### config.mk
export PLATFORM = sky130hd
export DESIGN_NAME = swire_initiator
export DESIGN_NICKNAME = d
export VERILOG_FILES = /design/src/rtl/swire_pkg.sv /design/src/rtl/swire_sync.sv /design/src/rtl/swire_timer.sv /design/src/rtl/swire_initiator.sv
export SDC_FILE = /design/constraint.sdc
export NUM_CORES = 1
export LEC_CHECK = 0
export BUFFER_PORTS_ARGS = -buffer_cell sky130_fd_sc_hd__buf_2
export CAP_MARGIN = 15
export CORE_AREA = 2 2 86 88
export CTS_BUF_LIST = sky130_fd_sc_hd__clkbuf_4 sky130_fd_sc_hd__clkbuf_8
export CTS_CLUSTER_DIAMETER = 150
export DETAILED_ROUTE_END_ITERATION = 8
export DIE_AREA = 0 0 88 90
export PLACE_DENSITY_LB_ADDON = 0.3
export SLEW_MARGIN = 20
export SYNTH_ARGS = -nofsm -noshare
export SYNTH_HDL_FRONTEND = slang
export SYNTH_HIERARCHICAL = 1
export SYNTH_SLANG_ARGS = --single-unit
### constraint.sdc
create_clock -name clk -period 4.5 [get_ports clk]
set_clock_uncertainty 0.05 [all_clocks]
set_input_delay 0.9 -clock clk [delete_from_list [all_inputs] [get_ports clk]]
set_output_delay 0.9 -clock clk [all_outputs]
set_load 0.01 [all_outputs]
### src/rtl/swire_pkg.sv
package swire_pkg;

  typedef enum logic [1:0] {
    RES_END    = 2'd0,
    RES_NORESP = 2'd1,
    RES_DATA   = 2'd2,
    RES_TYPE   = 2'd3
  } swire_result_e;

  typedef enum logic [4:0] {
    S_IDLE, S_WAKE, S_SYNC_LO, S_SYNC_HI, S_BITS, S_HALF,
    S_ACK_HI, S_POLL, S_RX_LO, S_RX_HI, S_RX_BIT,
    S_TURN_LO, S_TURN_HI, S_TURN_FULL, S_TURN_HALF,
    S_FETCH, S_FIN
  } swire_state_e;

  function automatic logic [2:0] ones4(input logic [3:0] v);
    return 3'(v[0]) + 3'(v[1]) + 3'(v[2]) + 3'(v[3]);
  endfunction

endpackage

### src/rtl/swire_sync.sv
module swire_sync #(
  parameter int STAGES = 2
) (
  input  logic clk,
  input  logic rst_n,
  input  logic d,
  output logic q
);
  logic [STAGES-1:0] pipe_q;

  always_ff @(posedge clk or negedge rst_n) begin
    if (!rst_n) pipe_q <= '1;
    else        pipe_q <= {pipe_q[STAGES-2:0], d};
  end

  assign q = pipe_q[STAGES-1];
endmodule

### src/rtl/swire_timer.sv
module swire_timer #(
  parameter int W = 4
) (
  input  logic         clk,
  input  logic         rst_n,
  input  logic         load,
  input  logic [W-1:0] load_val,
  output logic         expired
);
  logic [W-1:0] cnt_q, cnt_d;

  always_comb begin
    cnt_d = cnt_q;
    if (load)              cnt_d = load_val - W'(1);
    else if (cnt_q != '0)  cnt_d = cnt_q - W'(1);
  end

  always_ff @(posedge clk or negedge rst_n) begin
    if (!rst_n) cnt_q <= '0;
    else        cnt_q <= cnt_d;
  end

  assign expired = (cnt_q == '0);

  p_load_nonzero_r3: assert property (@(posedge clk) disable iff (!rst_n)
    load |-> (load_val != '0));
endmodule

### src/rtl/swire_initiator.sv
module swire_initiator
  import swire_pkg::*;
#(
  parameter int BIT_CLKS  = 8,
  parameter int WAKE_CLKS = 16,
  parameter int POLL_CLKS = 4,
  parameter int ACK_POLLS = 6,
  parameter int RX_BYTES  = 2,
  parameter int TX_BYTES  = 2,
  parameter int MAX_INDEX = 11
) (
  input  logic       clk,
  input  logic       rst_n,
  input  logic       start,
  input  logic [3:0] idx,
  output logic       busy,
  output logic       done,
  output logic [1:0] result,
  output logic [7:0] rx_data,
  output logic       rx_valid,
  input  logic [7:0] tx_data,
  input  logic       tx_valid,
  output logic       tx_ready,
  input  logic       line_in,
  output logic       line_oe,
  output logic       line_out
);
  localparam int HALF   = BIT_CLKS / 2;
  localparam int T_A    = (WAKE_CLKS > BIT_CLKS + HALF) ? WAKE_CLKS : BIT_CLKS + HALF;
  localparam int T_MAX  = (T_A > POLL_CLKS) ? T_A : POLL_CLKS;
  localparam int TW     = $clog2(T_MAX + 1);
  localparam int PW     = $clog2(ACK_POLLS + 1);
  localparam int RXW    = (RX_BYTES > 1) ? $clog2(RX_BYTES) : 1;
  localparam int TXW    = (TX_BYTES > 1) ? $clog2(TX_BYTES) : 1;
  localparam int RX_LAST = (RX_BYTES > 0) ? RX_BYTES - 1 : 0;
  localparam int TX_LAST = (TX_BYTES > 0) ? TX_BYTES - 1 : 0;
  localparam bit HAS_RX = (RX_BYTES > 0);
  localparam bit HAS_TX = (TX_BYTES > 0);
  localparam logic [TW-1:0] LV_BIT  = TW'(BIT_CLKS);
  localparam logic [TW-1:0] LV_HALF = TW'(HALF);
  localparam logic [TW-1:0] LV_MID  = TW'(BIT_CLKS + HALF);
  localparam logic [TW-1:0] LV_WAKE = TW'(WAKE_CLKS);
  localparam logic [TW-1:0] LV_POLL = TW'(POLL_CLKS);

  swire_state_e   state_q, state_d;
  logic [8:0]     sh_q, sh_d;
  logic [7:0]     rxsh_q, rxsh_d;
  logic [3:0]     bitc_q, bitc_d;
  logic [RXW-1:0] rxc_q, rxc_d;
  logic [TXW-1:0] txc_q, txc_d;
  logic [PW-1:0]  poll_q, poll_d;
  logic           idxph_q, idxph_d;
  logic           done_q, done_d;
  logic           rxv_q, rxv_d;
  logic [1:0]     res_q, res_d;
  logic           tmr_load, tmr_exp;
  logic [TW-1:0]  tmr_val;
  logic           line_s;
  logic [2:0]     idx_ones;

  swire_sync #(.STAGES(2)) u_sync (
    .clk(clk), .rst_n(rst_n), .d(line_in), .q(line_s));

  swire_timer #(.W(TW)) u_timer (
    .clk(clk), .rst_n(rst_n), .load(tmr_load), .load_val(tmr_val), .expired(tmr_exp));

  assign idx_ones = ones4(idx);

  always_comb begin
    state_d  = state_q;  sh_d  = sh_q;   rxsh_d = rxsh_q; bitc_d = bitc_q;
    rxc_d    = rxc_q;    txc_d = txc_q;  poll_d = poll_q; idxph_d = idxph_q;
    res_d    = res_q;    done_d = 1'b0;  rxv_d  = 1'b0;
    tmr_load = 1'b0;     tmr_val = LV_BIT; tx_ready = 1'b0;
    unique case (state_q)
      S_IDLE: if (start) begin
        if ({1'b0, idx} > 5'(MAX_INDEX)) begin
          done_d = 1'b1; res_d = RES_TYPE;
        end else begin
          sh_d = {idx, idx_ones, ^{idx, idx_ones}, 1'b0};
          bitc_d = '0; idxph_d = 1'b1;
          state_d = S_WAKE; tmr_load = 1'b1; tmr_val = LV_WAKE;
        end
      end
      S_WAKE:    if (tmr_exp) begin state_d = S_SYNC_LO; tmr_load = 1'b1; end
      S_SYNC_LO: if (tmr_exp) begin state_d = S_SYNC_HI; tmr_load = 1'b1; end
      S_SYNC_HI: if (tmr_exp) begin state_d = S_BITS;    tmr_load = 1'b1; end
      S_BITS: if (tmr_exp) begin
        sh_d = {sh_q[7:0], 1'b0};
        bitc_d = bitc_q + 4'd1;
        if (bitc_q == (idxph_q ? 4'd7 : 4'd8)) begin
          if (idxph_q) begin
            state_d = S_HALF; tmr_load = 1'b1; tmr_val = LV_HALF;
          end else if (txc_q == TXW'(TX_LAST)) begin
            state_d = S_FIN; tmr_load = 1'b1;
          end else begin
            txc_d = txc_q + TXW'(1); state_d = S_FETCH;
          end
        end else tmr_load = 1'b1;
      end
      S_HALF:   if (tmr_exp) state_d = S_ACK_HI;
      S_ACK_HI: if (line_s) begin
        poll_d = '0; state_d = S_POLL; tmr_load = 1'b1; tmr_val = LV_POLL;
      end
      S_POLL: if (tmr_exp) begin
        if (!line_s) begin
          rxc_d = '0;
          state_d = HAS_RX ? S_RX_LO : S_TURN_LO;
        end else if (poll_q == PW'(ACK_POLLS - 1)) begin
          state_d = S_IDLE; done_d = 1'b1; res_d = RES_NORESP;
        end else begin
          poll_d = poll_q + PW'(1); tmr_load = 1'b1; tmr_val = LV_POLL;
        end
      end
      S_RX_LO: if (!line_s) state_d = S_RX_HI;
      S_RX_HI: if (line_s) begin
        bitc_d = '0; state_d = S_RX_BIT; tmr_load = 1'b1; tmr_val = LV_MID;
      end
      S_RX_BIT: if (tmr_exp) begin
        if (bitc_q == 4'd8) begin
          if ((^rxsh_q) == line_s) begin
            rxv_d = 1'b1;
            rxc_d = rxc_q + RXW'(1);
            state_d = (rxc_q == RXW'(RX_LAST)) ? S_TURN_LO : S_RX_LO;
          end else begin
            state_d = S_IDLE; done_d = 1'b1; res_d = RES_DATA;
          end
        end else begin
          rxsh_d = {rxsh_q[6:0], line_s};
          bitc_d = bitc_q + 4'd1; tmr_load = 1'b1;
        end
      end
      S_TURN_LO:   if (!line_s) state_d = S_TURN_HI;
      S_TURN_HI:   if (line_s) begin state_d = S_TURN_FULL; tmr_load = 1'b1; end
      S_TURN_FULL: if (tmr_exp) begin
        state_d = S_TURN_HALF; tmr_load = 1'b1; tmr_val = LV_HALF;
      end
      S_TURN_HALF: if (tmr_exp) begin
        txc_d = '0; idxph_d = 1'b0;
        if (HAS_TX) state_d = S_FETCH;
        else begin state_d = S_FIN; tmr_load = 1'b1; end
      end
      S_FETCH: begin
        tx_ready = 1'b1;
        if (tx_valid) begin
          sh_d = {tx_data, ^tx_data}; bitc_d = '0;
          state_d = S_SYNC_LO; tmr_load = 1'b1;
        end
      end
      S_FIN: if (tmr_exp) begin
        state_d = S_IDLE; done_d = 1'b1; res_d = RES_END;
      end
      default: state_d = S_IDLE;
    endcase
  end

  always_ff @(posedge clk or negedge rst_n) begin
    if (!rst_n) begin
      state_q <= S_IDLE; sh_q <= '0; rxsh_q <= '0; bitc_q <= '0;
      rxc_q <= '0; txc_q <= '0; poll_q <= '0; idxph_q <= 1'b0;
      done_q <= 1'b0; rxv_q <= 1'b0; res_q <= RES_END;
    end else begin
      state_q <= state_d; sh_q <= sh_d; rxsh_q <= rxsh_d; bitc_q <= bitc_d;
      rxc_q <= rxc_d; txc_q <= txc_d; poll_q <= poll_d; idxph_q <= idxph_d;
      done_q <= done_d; rxv_q <= rxv_d; res_q <= res_d;
    end
  end

  always_comb begin
    unique case (state_q)
      S_ACK_HI, S_POLL, S_RX_LO, S_RX_HI, S_RX_BIT,
      S_TURN_LO, S_TURN_HI, S_TURN_FULL: begin line_oe = 1'b0; line_out = 1'b1; end
      S_IDLE, S_SYNC_HI:                 begin line_oe = 1'b1; line_out = 1'b1; end
      S_BITS:                            begin line_oe = 1'b1; line_out = sh_q[8]; end
      default:                           begin line_oe = 1'b1; line_out = 1'b0; end
    endcase
  end

  assign busy     = (state_q != S_IDLE);
  assign done     = done_q;
  assign result   = res_q;
  assign rx_valid = rxv_q;
  assign rx_data  = rxsh_q;

  p_idle_high_r1: assert property (@(posedge clk) disable iff (!rst_n)
    !busy |-> (line_oe && line_out));
  p_type_err_r2: assert property (@(posedge clk) disable iff (!rst_n)
    (!busy && start && ({1'b0, idx} > 5'(MAX_INDEX))) |=> (done && result == 2'd3 && !busy));
  p_release_from_low_r4: assert property (@(posedge clk) disable iff (!rst_n)
    $fell(line_oe) |-> !$past(line_out));
  p_poll_bound_r5: assert property (@(posedge clk) disable iff (!rst_n)
    (state_q == S_POLL) |-> (poll_q < PW'(ACK_POLLS)));
  p_rx_strobe_r6: assert property (@(posedge clk) disable iff (!rst_n)
    rx_valid |=> !rx_valid);
  p_fetch_low_r9: assert property (@(posedge clk) disable iff (!rst_n)
    tx_ready |-> (line_oe && !line_out));
  p_done_idle_r10: assert property (@(posedge clk) disable iff (!rst_n)
    done |-> (!busy && line_oe && line_out));
  p_done_strobe_r11: assert property (@(posedge clk) disable iff (!rst_n)
    done |=> !done);
endmodule

# Word level (Yosys, flattened, before mapping)
# Index checks and enable logic that the tools add are counted.
totals:
  regBits: 43
  input_bits: 17
  elab_cells: 218
classes:
  addsub: 9
  magnitude_cmp: 1
  eq_ne: 50
  mux: 116
  bitwise: 1
  reduce_logical: 28
op_table:
  columns: ["operator", "n"]
  rows:
  - ["$mux 5", 28]
  - ["$pmux 5 s17", 1]
  - ["$mux 4", 17]
  - ["$ne 2x2->1 const B", 25]
  - ["$eq 5x4->1 const B", 8]
  - ["$mux 1", 40]
  - ["$mux 9", 4]
  - ["$pmux 5 s6", 1]
  - ["$pmux 9 s3", 1]
  - ["$reduce_and 21->1", 1]
  - ["$eq 5x3->1 const B", 4]
  - ["$mux 2", 10]
  - ["$pmux 4 s5", 1]
  - ["$reduce_xor 8->1", 2]
  - ["$mux 3", 5]
  - ["$reduce_and 5->1", 3]
  - ["$reduce_bool 5->1", 3]
  - ["$eq 5x2->1 const B", 2]
  - ["$logic_not 5->1", 2]
  - ["$reduce_and 10->1", 1]
  - ["$reduce_bool 2->1", 5]
  - ["$reduce_or 10->1", 1]
  - ["$sub 5x1->5 const B", 2]
  - ["$ne 2x1->1 const B", 4]
  - ["other kinds (30)", 34]

# Logic depth before layout (Yosys ltp)
# Gate-level depths: netlist of the first run.
logic_depth:
  ltp_word: 7
  mapped_depth: 13

# Hierarchy
# Netlist of the first run, hierarchy kept.
by_module_without_submodules:
  columns: ["module", "n_inst", "cells_per_inst", "area_each_um2", "seq_area_each_um2"]
  rows:
  - ["swire_initiator", 1, 315, 2715.1, 900.9]
  - ["swire_timer", 1, 30, 327.8, 125.1]
  - ["swire_sync", 1, 2, 52.6, 52.6]

# Worst setup path before layout of the first run
# OpenSTA, ideal clock, no wires.
synth_timing:
  path_kind: "flip-flop to flip-flop"
  start: "register u_timer.cnt_q[2]"
  end: "register u_timer.cnt_q[4]"
  t_arrival_ns: 2.769
  setup_slack_ns: 1.555
  path_stages_with_launch: 12
  n_path_buf: 2
  synth_period_minus_slack_ns: 2.945
  path_cell_list: "dfrtp_1 or4_4 nor2_2 clkbuf_1 inv_1 o211ai_1 buf_2 mux2i_1 ha_1 nor3b_1 mux2i_1 mux2i_1"
synth_via:
  word_cells_on_any_way: 16
  classes_between: "add/sub (2); mux (11); reduce/logical (3)"
synth_rtl:
  columns: ["item", "line", "source"]
  rows:
  - ["start: declaration", "swire_timer.sv:10", "logic [W-1:0] cnt_q, cnt_d;"]
  - ["start signal: assignment", "swire_timer.sv:20", "else cnt_q <= cnt_d;"]
  - ["$logic_not 5->1 *", "swire_timer.sv:23", "assign expired = (cnt_q == '0);"]
  - ["named net tmr_exp", "swire_initiator.sv:56", "logic tmr_load, tmr_exp;"]
  - ["$mux 1, on equally long branches", null, null]
  - ["$pmux 1 s7 *", "swire_initiator.sv:74", "unique case (state_q)"]
  - ["named net tmr_load", "swire_initiator.sv:56", null]
  - ["$mux 5 / $reduce_bool 2->1 (equally long branches)", null, null]
# Mark *: on every way through the listed nets, which the timed path passes. The rest lies on a longest branch. The select of a mux whose other input is x is not followed.
# A chain may end at the register's enable or synchronous reset.

# Final worst setup path of the first run
layout_timing:
  start: "register state_q[1]"
  end: "register u_timer.cnt_q[4]"
layout_via:
  elab_chain_cells: 4
  word_cells_on_any_way: 19
  classes_between: "add/sub (1); eq/ne (11); mux (3); reduce/logical (4)"
layout_rtl:
  columns: ["item", "line", "source"]
  rows:
  - ["start: declaration", "swire_initiator.sv:45", "swire_state_e state_q, state_d;"]
  - ["start signal: assignment", "swire_initiator.sv:158", "state_q <= S_IDLE; sh_q <= '0; rxsh_q <= '0; bitc_q <= '0;"]
  - ["start signal: assignment", "swire_initiator.sv:162", "state_q <= state_d; sh_q <= sh_d; rxsh_q <= rxsh_d; bitc_q <= bitc_d;"]
  - ["$eq 5x4->1, or another cell as far along", "swire_initiator.sv:74", null]
  - ["$pmux 5 s6 *", "swire_initiator.sv:74", null]
  - ["named net tmr_val[4]", "swire_initiator.sv:57", "logic [TW-1:0] tmr_val;"]
  - ["$sub 5x1->5 *", "swire_timer.sv:14", "if (load) cnt_d = load_val - W'(1);"]
  - ["$mux 5 *", "swire_timer.sv:14", null]
# Mark *: on every way through the listed nets, which the timed path passes. The rest lies on a longest branch.

==> metrics.md, run 1 <==
| Metric | Value |
|---|---|
| Clock buffer depth | `2` |
| CP Capture Type | `register` |
| Async S/R FF share, synth | `1.00` |
| Clock sink total | `43` |
| Worst min path class | `register to register` |
| Setup_tns | `0 ns` |
| GPL Wtd Cong | `roughly 0.9` |
| Reg2reg setup slack | `around 1.1 ns` |
| Tcrit/Tclk final | `0.748` |
| Clock Root Buffer | `clkbuf_8` |
| Top Family by Delay on Critical Path | `simple AND/OR/NAND/NOR gates` |
| Total gr overflow | `0` |
| P_sw | `between 0.8 and 0.9 mW` |
| Die area | `slightly below 8000 µm²` |
| Combinational group share of total power | `0.527` |
| CP max FO | `24` |
| Switching part of the total | `0.449` |
| Crit. Startpoint | `state_q[1]` |
| CP peak stage delay | `~0.67 ns` |
| Row count | `31` |
| Final Hold Viols | `0` |
| Main flop type after synthesis | `dfrtp_1` |
| Filler cell count | `700` |
| Crit-path cells | `nor2_1 -> nand3_1 -> nor2_1 -> nor2_1 -> o211ai_1 -> buf_4 -> mux2i_1 -> ha_1 -> nor3b_1 -> mux2i_1 -> mux2i_1` |
| Final Max Tran Viols | `0` |
| Number of global-route vias before repair | `2474` |
| Clk pwr share | `0.132` |
| Cell Area, Synth | `3100 µm²` |
| Max Freq | `between 200 and 300 MHz` |
| Initial antenna violation count | `0` |
| Global-route wire length before repair | `12500 µm` |
| Internal power | `between 1 and 1.5 mW` |
| Yosys cell types | `75` |
| WL/cell | `~15 µm` |
| CTS tree | `done` |
| CP Class | `register to register` |
| Power per cell area | `approximately 570 nW/µm²` |
| CP Launch Type | `register` |
| IO buf count | `32` |
| Final min period | `roughly 3.4 ns` |
| I/O pins | `33` |
| Worst-skew pair later-pin latency | `0.30 ns` |
| Setup crit end | `u_timer/cnt_q[4]` |
| Via count | `2709` |
| Avg Synthesized Cell Area | `roughly 8.9 µm²` |
| Worst r2r src | `state_q[1]` |
| CTS Buf Count | `5` |
| Clock Pin Slew Worst Setup and Hold Paths | `~0.070 ns` |
| Worst relative slew slack | `0.482` |
| Capturing point of the worst reg2reg path | `u_timer/cnt_q[4]` |
| Post-CTS Hold Buffers | `0` |
| Final Total Pwr | `approximately 2.0 mW` |
| Commonest non-fill, non-tap cell in the layout | `dfrtp_1` |
| Via-to-Cell Ratio | `between 5 and 6` |
| Number of synthesized flops with an enable pin | `0` |
| Commonest cells after routing, fill and taps aside | `dfrtp_1, nand2_1, buf_2, nor2_1, o21ai_0` |
| Final setup vio count | `0` |
| Seq pwr share | `0.341` |
| H-tree Lvls | `2` |
| Buf/Inv on CP | `1` |
| Synth Warn # | `6` |
| Worst-Margin Slew | `0.777 ns` |
| Drt first pass iters | `5` |
| Peak supply drop | `between 300 and 400 µV` |
| Die extent in x | `approximately 88 µm` |
| Leakage | `around 1.5 nW` |
| Req. time, crit path | `4.62 ns` |
| Mapped Cells | `around 350` |
| Routed WL | `between 7000 and 8000 µm` |
| GRT Util Overall | `0.197` |
| Initial core utilization | `0.441` |
| DRT iter0 DRCs | `about 200` |
| Max cap viols | `0` |
| Post-cts resize count | `0` |
| Largest net degree at the start of global routing | `44` |
| Unrepaired setup endpoints after global routing | `no` |
| Status | `finished clean` |
| Synth Register Bits | `43` |
| WP depth | `11` |
| Post-CTS Setup Bufs | `0` |
| Sequential area share after synthesis | `0.348` |
| Die Y | `approximately 90 µm` |
| Post-route ant nets | `0` |
| ANT cells | `0` |
| Core area | `between 7000 and 8000 µm²` |
| Placed wire-length estimate | `between 5000 and 6000 µm` |
| Nets | `between 400 and 500` |
| Area grow syn2layout | `11.0%` |
| R2R depth | `11` |
| Layout cells sized above 1 | `0.175` |
| Worst path arrival time | `~3.5 ns` |
| Post-route DRC violation count | `0` |
| Worst-path cell with the longest stage delay | `dfrtp_1` |
-- flip-flops by register name (all words and copies together) (netlist names) --
| name | flops |
|---|---|
| u_timer/cnt_q | 5 |
| bitc_q | 4 |
| rx_valid | 1 |
| rxc_q | 1 |
| rx_data | 8 |
| txc_q | 1 |
| sh_q | 9 |
| state_q | 5 |
| u_sync/pipe_q | 2 |
| poll_q | 3 |
| done | 1 |
| result | 2 |
| idxph_q | 1 |
-- cell usage after synthesis, drive strengths merged, types with 3 or more instances --
library cell / instances / share of area
dfrtp: 41 / 0.33
nand2: 35 / 0.042
nor2: 31 / 0.039
o21ai: 22 / 0.037
xnor2: 18 / 0.051
inv: 17 / 0.021
nand3: 14 / 0.023
a21oi: 13 / 0.021
buf: 13 / 0.027
nor3: 12 / 0.026
a22oi: 10 / 0.024
a31oi: 10 / 0.020
mux2: 9 / 0.034
mux2i: 8 / 0.027
ha: 7 / 0.028
nand2b: 7 / 0.017
clkbuf: 5 / 0.0065
nor2b: 5 / 0.010
nor3b: 5 / 0.014
o22ai: 5 / 0.012
or3: 4 / 0.0081
xor2: 4 / 0.011
nand3b: 3 / 0.0073
or4: 3 / 0.0085
-- routing by layer --
metal / up-vias / wire (µm) / GRT usage
li1: 1296 / - / -
met1: 1295 / 3320 / 0.291
met2: 106 / 3390 / 0.299
met3: 12 / 486 / 0.0340
met4: 0 / 100 / 0.0462
met5: - / 0 / 0
-- per-stage QoR --
stage                     hold WS [ns]  setup slack (ns)  instance area (µm²)  instances  utilization
final                            0.307              1.13                 3440        476        0.490
after CTS                        0.308              1.21                 3410        475        0.486
after floorplan                  0.295              1.56                 3110        350            -
after detailed placement         0.297              1.25                 3320        467        0.473
after global routing             0.321             0.825                 3440        476        0.490
after global placement           0.296              1.25                 3320        467        0.473
-- worst min path at each step --
stage / end / start / cells after the start / slack, ns
3_5_place_dp: u_sync/pipe_q[1] / u_sync/pipe_q[0] / 0 / 0.30
2_1_floorplan: u_sync/pipe_q[1] / u_sync/pipe_q[0] / 0 / 0.30
6_report: u_sync/pipe_q[1] / u_sync/pipe_q[0] / 0 / 0.31
4_1_cts: u_sync/pipe_q[1] / u_sync/pipe_q[0] / 0 / 0.31
5_1_grt: u_sync/pipe_q[1] / u_sync/pipe_q[0] / 0 / 0.32
3_3_place_gp: u_sync/pipe_q[1] / u_sync/pipe_q[0] / 0 / 0.30
-- power groups by stage --
| stage | clock, mW | sequential, mW | combinational [mW] |
|---|---|---|---|
| after CTS | 0.263 | 0.661 | 1.02 |
| after floorplan | 0 | 0.578 | 0.897 |
| after detailed placement | 0 | 0.669 | 1.02 |
| after global placement | 0 | 0.665 | 1.01 |
| after global routing | 0.282 | 0.689 | 1.15 |
| final | 0.258 | 0.665 | 1.03 |
-- layout make-up --
cell class,count,area [µm²],area share
multi-input cells,272,1860,0.542
repair buffers,37,218,0.0633
inverters,17,63.8,0.0186
well taps,99,124,0.0360
flip-flops and latches,43,1080,0.314
clock buffers,8,91.3,0.0266
-- cells by family after synthesis --
logic type                 synth area share
buffers and inverters                0.0538
adders and majority gates            0.0348
and+or+nand+nor                       0.232
AOI/OAI and AO/OA                     0.192
other                               0.00121
xor gates and xnor gates             0.0772
DFF                                   0.348
muxes                                0.0610
No activity file was read; power rests on OpenSTA's default activity.
==> inputs of run 2 (changes only) <==
Clock period 4.5 ns to 3.2 ns, I/O delays scaled along.
==> metrics.md, run 2 (synthesis results as in run 1) <==
| Metric | Value |
|---|---|
| Layout cells sized above 1 | `0.213` |
| Final Hold Viols | `0` |
| Row count | `31` |
| IO buf count | `32` |
| Global-route wire length before repair | `~13000 µm` |
| Nets | `between 400 and 500` |
| Initial antenna violation count | `0` |
| Worst-Margin Slew | `approximately 0.7 ns` |
| Routed WL | `between 7000 and 8000 µm` |
| Filler cell count | `about 670` |
| CP Launch Type | `register` |
| Most used cell, CP | `mux2i_1` |
| Top reg by flops | `sh_q` |
| Max Freq | `around 340 MHz` |
| Post-CTS Hold Buffers | `0` |
| Commonest non-fill, non-tap cell in the layout | `dfrtp_1` |
| Die extent in x | `88 µm` |
| ANT cells | `0` |
| GRT Util Overall | `0.211` |
| Tcrit/Tclk final | `0.926` |
| Final min period | `between 2 and 3 ns` |
| CTS Buf Count | `5` |
| CP peak stage delay | `roughly 0.57 ns` |
| Number of flip-flops under the largest register name | `9` |
| Post-route DRC violation count | `0` |
| Worst-path cell with the longest stage delay | `or4_4` |
| Max cap viols | `0` |
| Placed wire-length estimate | `between 5000 and 6000 µm` |
| Clock Pin Slew Worst Setup and Hold Paths | `~0.09 ns` |
| Number of global-route vias before repair | `2664` |
| Final instance area | `~3600 µm²` |
| Final Max Tran Viols | `0` |
| CP Class | `register to register` |
| CTS tree | `done` |
| Clock sink total | `43` |
| Worst relative slew slack | `0.541` |
| Worst min path class | `input pin to async pin` |
| Setup_tns | `0 ns` |
| Post-route ant nets | `0` |
| CP max FO | `8` |
| Unrepaired setup endpoints after global routing | `no` |
| Req. time, crit path | `approximately 3.3 ns` |
| Commonest cells after routing, fill and taps aside | `dfrtp_1, nand2_1, buf_2, nor2_1, buf_4` |
| I/O pins | `33` |
| Post-CTS Setup Bufs | `0` |
| DRT iter0 DRCs | `approximately 170` |
| Cell Area, Placed | `around 3500 µm²` |
| Worst path arrival time | `3.10 ns` |
| Via-to-Cell Ratio | `around 5.6` |
| Die Y | `90 µm` |
| Clock buffer depth | `2` |
| Total gr overflow | `0` |
| Peak supply drop | `approximately 360 µV` |
| Leakage | `about 1.6 nW` |
| CP Capture Type | `register` |
| WL/cell | `15.9 µm` |
| H-tree Lvls | `2` |
| Via count | `approximately 2800` |
| GPL Wtd Cong | `~0.93` |
| Fin Hold WS | `between 0.2 and 0.3 ns` |
| Power per cell area | `around 850 nW/µm²` |
| Initial core utilization | `0.441` |
| Drt first pass iters | `5` |
| Largest net degree at the start of global routing | `44` |
| Worst-skew pair later-pin latency | `0.31 ns` |
| Core area | `between 7000 and 8000 µm²` |
| Crit-path cells | `or4_4 -> nor2_2 -> inv_1 -> o211ai_1 -> mux2i_1 -> ha_1 -> nor3b_1 -> mux2i_1 -> mux2i_1` |
| Clock Root Buffer | `clkbuf_8` |
| Die area | `slightly below 8000 µm²` |
| Status | `finished clean` |
| Final setup vio count | `0` |
| Area grow syn2layout | `16.3%` |
-- run 2: through the flow --
step	instances	power, mW	util	setup WS [ns]
floorplan	350	2.07	-	0.255
global placement	485	2.48	0.492	0.368
detailed placement	485	2.51	0.492	0.243
CTS	493	3.03	0.511	0.217
global route	493	3.28	0.513	0.00565
finish	493	3.05	0.513	0.236
-- run 2: per-layer routing --
metal | global-route usage | part of all wire | vias up
li1 | - | - | 1333
met1 | 0.300 | 0.45 | 1311
met2 | 0.324 | 0.46 | 103
met3 | 0.0358 | 0.062 | 24
met4 | 0.0718 | 0.025 | 0
met5 | 0 | 0 | -
-- run 2: critical path, delay by kind of cell (launching register included) --
family,cells,cell delay [ns]
buffers and inverters,1,0.16
muxes,3,0.57
DFF,1,0.44
AOI/OAI and AO/OA,1,0.45
adders and majority gates,1,0.26
and+or+nand+nor,3,0.93
-- run 2: repair_timing --
action                                  in CTS  in global routing
endpoints found under the setup margin       0                  1
endpoints found under the hold margin        0                  0
gates resized for setup                      0                  3
-- run 2: report_power, final --
group / total (mW) / internal, mW / switching, mW
registers: 0.899 / 0.703 / 0.196
clock network: 0.517 / 0.321 / 0.197
logic: 1.63 / 0.726 / 0.903
total: 3.05 / 1.75 / 1.30
-- run 2: worst paths after layout --
| check | startpoint | end | slack, ns | cells after the start |
|---|---|---|---|---|
| setup / recovery | u_timer/cnt_q[2] | u_timer/cnt_q[4] | 0.24 | 9 |
| hold / removal | rst_n | rx_data[6] | 0.27 | 1 |
| setup reg to reg | u_timer/cnt_q[2] | u_timer/cnt_q[4] | 0.24 | 9 |
| hold reg to reg | u_sync/pipe_q[0] | u_sync/pipe_q[1] | 0.31 | 0 |
| max in group asynchronous | rst_n | state_q[2] | 2.42 | 1 |
| min in group clk | u_sync/pipe_q[0] | u_sync/pipe_q[1] | 0.31 | 0 |
-- run 2: final cells by class --
cell class                      count  area (µm²)  share of cell area
Clock buffer                        6        76.3              0.0212
Clock inverter                      2        60.1              0.0167
Timing Repair Buffer               54         328              0.0911
Multi-Input combinational cell    272        1870               0.519
Tap cell                           99         124              0.0344
Inverter                           17        63.8              0.0177
Sequential cell                    43        1080               0.300
